## src/rtl/chan_timer_pkg.sv

```systemverilog
package chan_timer_pkg;
    localparam int unsigned CT_PERIOD_W = 11;

    typedef struct packed {
        logic [CT_PERIOD_W-1:0] cnt;
        logic                   tick;
    } ct_state_t;
endpackage

```

## src/rtl/chan_timer_prescale.sv

```systemverilog
module chan_timer_prescale #(
    parameter bit HALF_RATE = 1'b0
) (
    input  logic clk,
    input  logic rst_n,
    input  logic cpu_ce,
    output logic step
);
    generate
        if (HALF_RATE) begin : g_half
            logic phase_d, phase_q;

            always_comb begin
                phase_d = phase_q;
                if (cpu_ce) phase_d = ~phase_q;
            end

            always_ff @(posedge clk) begin
                if (!rst_n) phase_q <= 1'b0;
                else        phase_q <= phase_d;
            end

            assign step = cpu_ce & phase_q;

            // only every second enable passes
            p_alt_step_r8: assert property (@(posedge clk) disable iff (!rst_n)
                step |=> !step);
            p_phase_adv_r8: assert property (@(posedge clk) disable iff (!rst_n)
                cpu_ce |=> (phase_q != $past(phase_q)));
        end else begin : g_full
            assign step = cpu_ce;
        end
    endgenerate
endmodule

```

## src/rtl/chan_timer_core.sv

```systemverilog
module chan_timer_core
    import chan_timer_pkg::*;
#(
    parameter int unsigned PERIOD_W = CT_PERIOD_W
) (
    input  logic                clk,
    input  logic                rst_n,
    input  logic                step,
    input  logic                force_load,
    input  logic [PERIOD_W-1:0] period,
    output logic [PERIOD_W-1:0] cnt,
    output logic                tick
);
    localparam logic [PERIOD_W-1:0] ZERO = '0;
    localparam logic [PERIOD_W-1:0] ONE  = PERIOD_W'(1);

    logic [PERIOD_W-1:0] cnt_d, cnt_q;
    logic                tick_d, tick_q;

    always_comb begin
        cnt_d  = cnt_q;
        tick_d = 1'b0;
        if (force_load) begin
            cnt_d = period;
        end else if (step) begin
            if (cnt_q == ZERO) begin
                cnt_d  = period;
                tick_d = 1'b1;
            end else begin
                cnt_d = cnt_q - ONE;
            end
        end
    end

    always_ff @(posedge clk) begin
        if (!rst_n) begin
            cnt_q  <= ZERO;
            tick_q <= 1'b0;
        end else begin
            cnt_q  <= cnt_d;
            tick_q <= tick_d;
        end
    end

    assign cnt  = cnt_q;
    assign tick = tick_q;

    p_expiry_reload_r2: assert property (@(posedge clk) disable iff (!rst_n)
        (step && !force_load && cnt_q == ZERO) |=> (tick_q && cnt_q == $past(period)));
    p_decrement_r3: assert property (@(posedge clk) disable iff (!rst_n)
        (step && !force_load && cnt_q != ZERO) |=> (!tick_q && cnt_q == $past(cnt_q) - ONE));
    p_force_quiet_r5: assert property (@(posedge clk) disable iff (!rst_n)
        force_load |=> (!tick_q && cnt_q == $past(period)));
    p_idle_hold_r7: assert property (@(posedge clk) disable iff (!rst_n)
        (!step && !force_load) |=> (!tick_q && $stable(cnt_q)));
endmodule

```

## src/rtl/chan_period_timer.sv

```systemverilog
module chan_period_timer
    import chan_timer_pkg::*;
#(
    parameter int unsigned PERIOD_W  = CT_PERIOD_W,
    parameter bit          HALF_RATE = 1'b0
) (
    input  logic                clk,
    input  logic                rst_n,
    input  logic                cpu_ce,
    input  logic [PERIOD_W-1:0] period,
    input  logic                reload_req,
    output logic                tick,
    output logic [PERIOD_W-1:0] count
);
    logic step;

    chan_timer_prescale #(.HALF_RATE(HALF_RATE)) u_pre (
        .clk    (clk),
        .rst_n  (rst_n),
        .cpu_ce (cpu_ce),
        .step   (step)
    );

    chan_timer_core #(.PERIOD_W(PERIOD_W)) u_core (
        .clk        (clk),
        .rst_n      (rst_n),
        .step       (step),
        .force_load (reload_req),
        .period     (period),
        .cnt        (count),
        .tick       (tick)
    );

    // reset leaves the counter and tick cleared
    p_reset_clear_r1: assert property (@(posedge clk)
        !rst_n |=> (count == '0 && !tick));
endmodule

```

## config.mk

```make
export PLATFORM = sky130hd
export DESIGN_NAME = chan_period_timer
export DESIGN_NICKNAME = d
export VERILOG_FILES = /design/src/rtl/chan_timer_pkg.sv /design/src/rtl/chan_timer_prescale.sv /design/src/rtl/chan_timer_core.sv /design/src/rtl/chan_period_timer.sv
export SDC_FILE = /design/constraint.sdc
export NUM_CORES = 1
export LEC_CHECK = 0
export CELL_PAD_IN_SITES_DETAIL_PLACEMENT = 0
export CELL_PAD_IN_SITES_GLOBAL_PLACEMENT = 1
export CORE_UTILIZATION = 32
export DETAILED_ROUTE_END_ITERATION = 6
export GPL_TIMING_DRIVEN = 0
export HOLD_SLACK_MARGIN = 0.08
export PLACE_DENSITY_LB_ADDON = 0.1
export SKIP_CTS_REPAIR_TIMING = 1
export SYNTH_ARGS = -nofsm -noshare
export SYNTH_HDL_FRONTEND = slang
export SYNTH_HIERARCHICAL = 1
export SYNTH_SLANG_ARGS = --single-unit
export TNS_END_PERCENT = 100
```

## constraint.sdc

```tcl
create_clock -name clk -period 2.2 [get_ports clk]
set_input_delay 0.44 -clock clk [delete_from_list [all_inputs] [get_ports clk]]
set_output_delay 0.44 -clock clk [all_outputs]
set_load 0.01 [all_outputs]
```

### After elaboration in Yosys (flattened, before gate mapping)

Index checks and enable logic that the tools add are counted.

| storage, ports and cells | value |
|---|---|
| output and inout bits | 12 |
| register bits after elaboration | 12 |
| memories kept | 0 |
| ROM bits | 0 |
| memory bits (writable) | 0 |
| latch bits | 0 |
| word-level logic and storage cells | 12 |

| operators by class | value |
|---|---|
| equality and inequality tests | 0 |
| bitwise operators | 2 |
| mux-type cells | 4 |
| div/mod/pow operators | 0 |
| shifts and indexed selects | 0 |
| reductions and logical operators | 3 |
| order comparisons | 0 |
| multiply operators | 0 |
| $add $sub $neg | 1 |

Operator list:

| operator | count |
|---|---|
| two-way mux 11 bit | 3 |
| logical NOT 11 bit | 1 |
| subtractor 11 x 1 -> 11 bit, second input constant | 1 |
| OR reduction 3 bit | 1 |
| NOT 1 bit | 2 |
| nonzero test 2 bit | 1 |
| two-way mux 1 bit | 1 |

### Logic depth before layout (Yosys ltp)

| logic depth | value |
|---|---|
| word-level depth | 4 |
| depth in mapped cells | 7 |

### Hierarchy

Netlist, hierarchy kept.

Modules (own cells, without submodules):

| module | cells each | sequential area each (µm²) | area each (µm²) | instances |
|---|---|---|---|---|
| chan_timer_core | 106 | 240.2 | 844.6 | 1 |
| chan_timer_prescale | 1 | 0.0 | 7.5 | 1 |

### Least setup slack after synthesis

OpenSTA, ideal clock, no wires.

| timing path | value |
|---|---|
| kind | flip-flop to flip-flop |
| start | register u_core.cnt_q[2] (netlist: u_core/cnt[2]) |
| end | register u_core.cnt_q[7] (netlist: u_core/cnt[7]) |
| setup time | 0.058 ns |
| buffers on the path | 2 |
| cell stages (with the launch flop) | 7 |
| arrival time | 1.904 ns |
| setup slack | 0.238 ns |
| path through | dfxtp_1 > buf_6 > or4_1 > buf_2 > or4_4 > a211oi_2 > o21a_1 |

| on the way | value |
|---|---|
| cells in the longest elaborated chain, start to end | 4 |
| elaborated cells on any way between the ends | 5 |

Ends and longest elaborated chain:

| element | line | source |
|---|---|---|
| start: declaration | chan_timer_core.sv:17 | `logic [PERIOD_W-1:0] cnt_d, cnt_q;` |
| start signal: assignment | chan_timer_core.sv:40 | `cnt_q <= cnt_d;` |
| subtractor 11 x 1 -> 11 bit or logical NOT 11 bit (tied branches) | chan_timer_core.sv:30, chan_timer_core.sv:26 |  |
| two-way mux 11 bit * | chan_timer_core.sv:26 | `if (cnt_q == ZERO) begin` |
| two-way mux 11 bit * | chan_timer_core.sv:25 | `end else if (step) begin` |
| two-way mux 11 bit * | chan_timer_core.sv:23 | `if (force_load) begin` |

Every way passes the cells marked *; elsewhere a longest branch is shown, timed or not. The select of a mux whose other input is x is not followed.
A chain may end at the register's enable or synchronous reset.

### Final worst setup path

Same ends and word-level chain as after synthesis.

==> results.sh <==
export IMPL_max_slew_margin=0.4818
export IMPL_instances_no_fill=165
export IMPL_slowest_delay_ps=490
export IMPL_diodes=0
export IMPL_rows=18
export IMPL_drtIter0Drc=29
export IMPL_grt_pass1_wl_mm=4.326
export IMPL_maxSlewViolCount=0
export IMPL_fmax_mhz=493.0
export IMPL_synth_flop_cell="dfxtp_1"
export IMPL_async_flop_share=0
export IMPL_syn_mean_instance_area_um2=7.963
export IMPL_drcViolationCount=0
export IMPL_setup_viol=0
export IMPL_multi_input_area_um2=541.8
export IMPL_crit_slowest_cell="or4_4"
export IMPL_htreeDepth=1
export IMPL_die_h_um=53.60
export IMPL_hold_class="reg -> reg"
export IMPL_path_max_fanout=8
export IMPL_start_util=0.3408
export IMPL_dieArea_mm2=0.002873
export IMPL_ys_top_cells_by_area="dfxtp_1, o31a_1, nor4_1, nand2_1, inv_1"
export IMPL_placedCellCount=162
export IMPL_grt_pass1_vias=917
export IMPL_post_route_period_util=0.9219
export IMPL_synth_seq_area_share=0.2819
export IMPL_synthCells=107
export IMPL_synth_top_cell_area_share=0.2819
export IMPL_holdPathEnd="u_core/cnt[0]"
export IMPL_final_nets=154
export IMPL_ys_warn_count=6
export IMPL_hold_start="u_core/cnt[0]"
export IMPL_crit_arrival_ps=2250
export IMPL_fillers=266
export IMPL_fin_skew_ps=5.223
export IMPL_synth_net_count=124
export IMPL_ant_nets=0
export IMPL_crit_required_ps=2420
export IMPL_cts_root_buf="clkbuf_4"
export IMPL_clock_sinks=12
export IMPL_syn_to_final_growth_pct=37.15
export IMPL_wl_per_cell_um=15.67
export IMPL_synth_seq_cells=12
export IMPL_crit_chain="buf_6 > or4_1 > buf_2 > or4_4 > a211oi_2 > o21a_1"
export IMPL_cp_end_kind="flop"
export IMPL_synth_edf_count=0
export IMPL_utilization=0.4675
export IMPL_power_mw=0.6715
export IMPL_hold_depth=2
export IMPL_io_pins=27
export IMPL_synth_area_leader_cell="dfxtp_1"
export IMPL_clk_pin_slew_worst_paths_ps=80
export IMPL_chipWidth_um=53.60
export IMPL_clock_path_buffers=2
export IMPL_rr_worst_depth=6
export IMPL_critPathLaunchType="flop"
export IMPL_hold_viol_final=0
export IMPL_worst_path_buf_inv=2
export IMPL_dp_hpwl_mm=1.835
export IMPL_status="finished, final reports clean"
export IMPL_worstMarginPinSlew_ps=770.2
export IMPL_gp_congestion=0.7884
export IMPL_reg2reg_to="u_core/cnt[7]"
export IMPL_cts_tree="built"
export IMPL_vias_per_cell=5.745
export IMPL_power_density_mw_per_mm2=574.6
export IMPL_finalSetupTns_ps=0
export IMPL_num_vias=948
export IMPL_grt_total_usage=0.2128
export IMPL_antenna_found_initial=0
export IMPL_whs_ps=552.0
export IMPL_regToRegSetupSlack_ps=170
export IMPL_power_leakage_nw=0.4311
export IMPL_dr_pass1_iters=4
export IMPL_cts_buffers_inserted=3
export IMPL_timing_rr_start="u_core/cnt[2]"
export IMPL_path_class="reg -> reg"
export IMPL_port_buffers=25
export IMPL_ir_drop_mv=0.4116
export IMPL_cp_top_family="simple AND/OR/NAND/NOR gates"
export IMPL_grt_overflow=0
export IMPL_min_period_ps=2028
export IMPL_yosysUniqueCellTypes=42
export IMPL_coreArea_mm2=0.002500
export IMPL_clk_latency_ps=280
export IMPL_grt_start_max_net_pins=11
export IMPL_regArea_um2=240.2
export IMPL_rsz0062_at_grt="false"
export IMPL_drive_gt1_frac=0.09630
export IMPL_syn_area_um2=852.1
export IMPL_wl_mm=2.585
export IMPL_max_cap_violations=0
==> synthesized netlist by cell type, types with 3 or more instances <==
cell	number
o211ai_1	3
inv_1	7
dfxtp_1	12
and3_1	4
nor2b_1	4
clkbuf_1	4
nor4_1	5
nor3_1	4
o21ai_0	4
nor2_1	4
nand2_1	8
o31a_1	4
a21oi_1	4
==> cells in the final DEF, fill, tap and decap left out, types with 2 or more instances in the layout <==
cell             Yosys  final
clkdlybuf4s50_1      0     25
dfxtp_1             12     12
nand2_1              8      8
inv_1                7      7
nor2b_1              4      4
nor4_1               5      4
and3_1               4      4
nor3_1               4      4
clkbuf_1             4      4
nor2_1               4      4
o31a_1               4      4
a21oi_1              4      4
o21ai_0              4      4
clkbuf_4             0      3
o211ai_1             3      3
buf_6                2      2
o31ai_1              2      2
or2_2                2      2
mux2i_1              2      2
or4_1                2      2
and4_1               2      2
a31oi_1              2      2
nand3_1              2      2
a211oi_1             2      2
nand4_1              2      2
ha_1                 2      2
==> cells by family after synthesis <==
family                   synth area share
multiplexers                      0.02350
flip-flops                         0.2819
AND/OR/NAND/NOR                    0.2878
AO/OA/AOI/OAI                      0.2878
buffers and inverters             0.08957
adder cells (fa/ha/maj)           0.02936
==> how the worst max path moves through the flow <==
stage	startpoint	to	cells after the start
after CTS	u_core/cnt[2]	u_core/cnt[9]	5
after global placement	u_core/cnt[2]	u_core/cnt[9]	5
final	u_core/cnt[2]	u_core/cnt[7]	6
after floorplan	u_core/cnt[2]	u_core/cnt[7]	6
after global routing	u_core/cnt[6]	u_core/cnt[2]	4
after detailed placement	u_core/cnt[2]	u_core/cnt[9]	5
==> state kept, by name (all words and copies together) (netlist names) <==
signal / count
u_core/cnt: 11
u_core/tick: 1
==> metrics by stage <==
step	setup WS, ps	area [µm²]
floorplan	237.6	852.1
global placement	-50.87	1140
detailed placement	-59.38	1140
CTS	-116.2	1162
global route	28.58	1169
finish	171.8	1169
==> worst register-to-register path: cells and delay by family, from the launching register on <==
| family | cells | cell delay [ps] |
|---|---|---|
| flops | 1 | 320 |
| buf+inv | 2 | 310 |
| simple gates | 2 | 980 |
| compound gates | 2 | 370 |
==> power breakdown <==
part           total [mW]  internal, mW  switching (mW)
combinational       0.270         0.132           0.138
sequential          0.262         0.237          0.0248
clock               0.140        0.0635          0.0761
==> routing by layer <==
layer / global-route usage / wire, µm
met1: 0.2741 / 1261
met2: 0.3521 / 1197
met3: 0.05932 / 103
met4: 0.04386 / 23
met5: 0 / 0
==> cell type report <==
class,count,area share
Buffer,8,0.04283
Clock buffer,3,0.01927
Timing Repair Buffer,25,0.2141
Tap cell,30,0.03212
Multi-Input combinational cell,80,0.4636
Inverter,7,0.02248
Sequential cell,12,0.2056
Power figures use the tool's default switching activity.
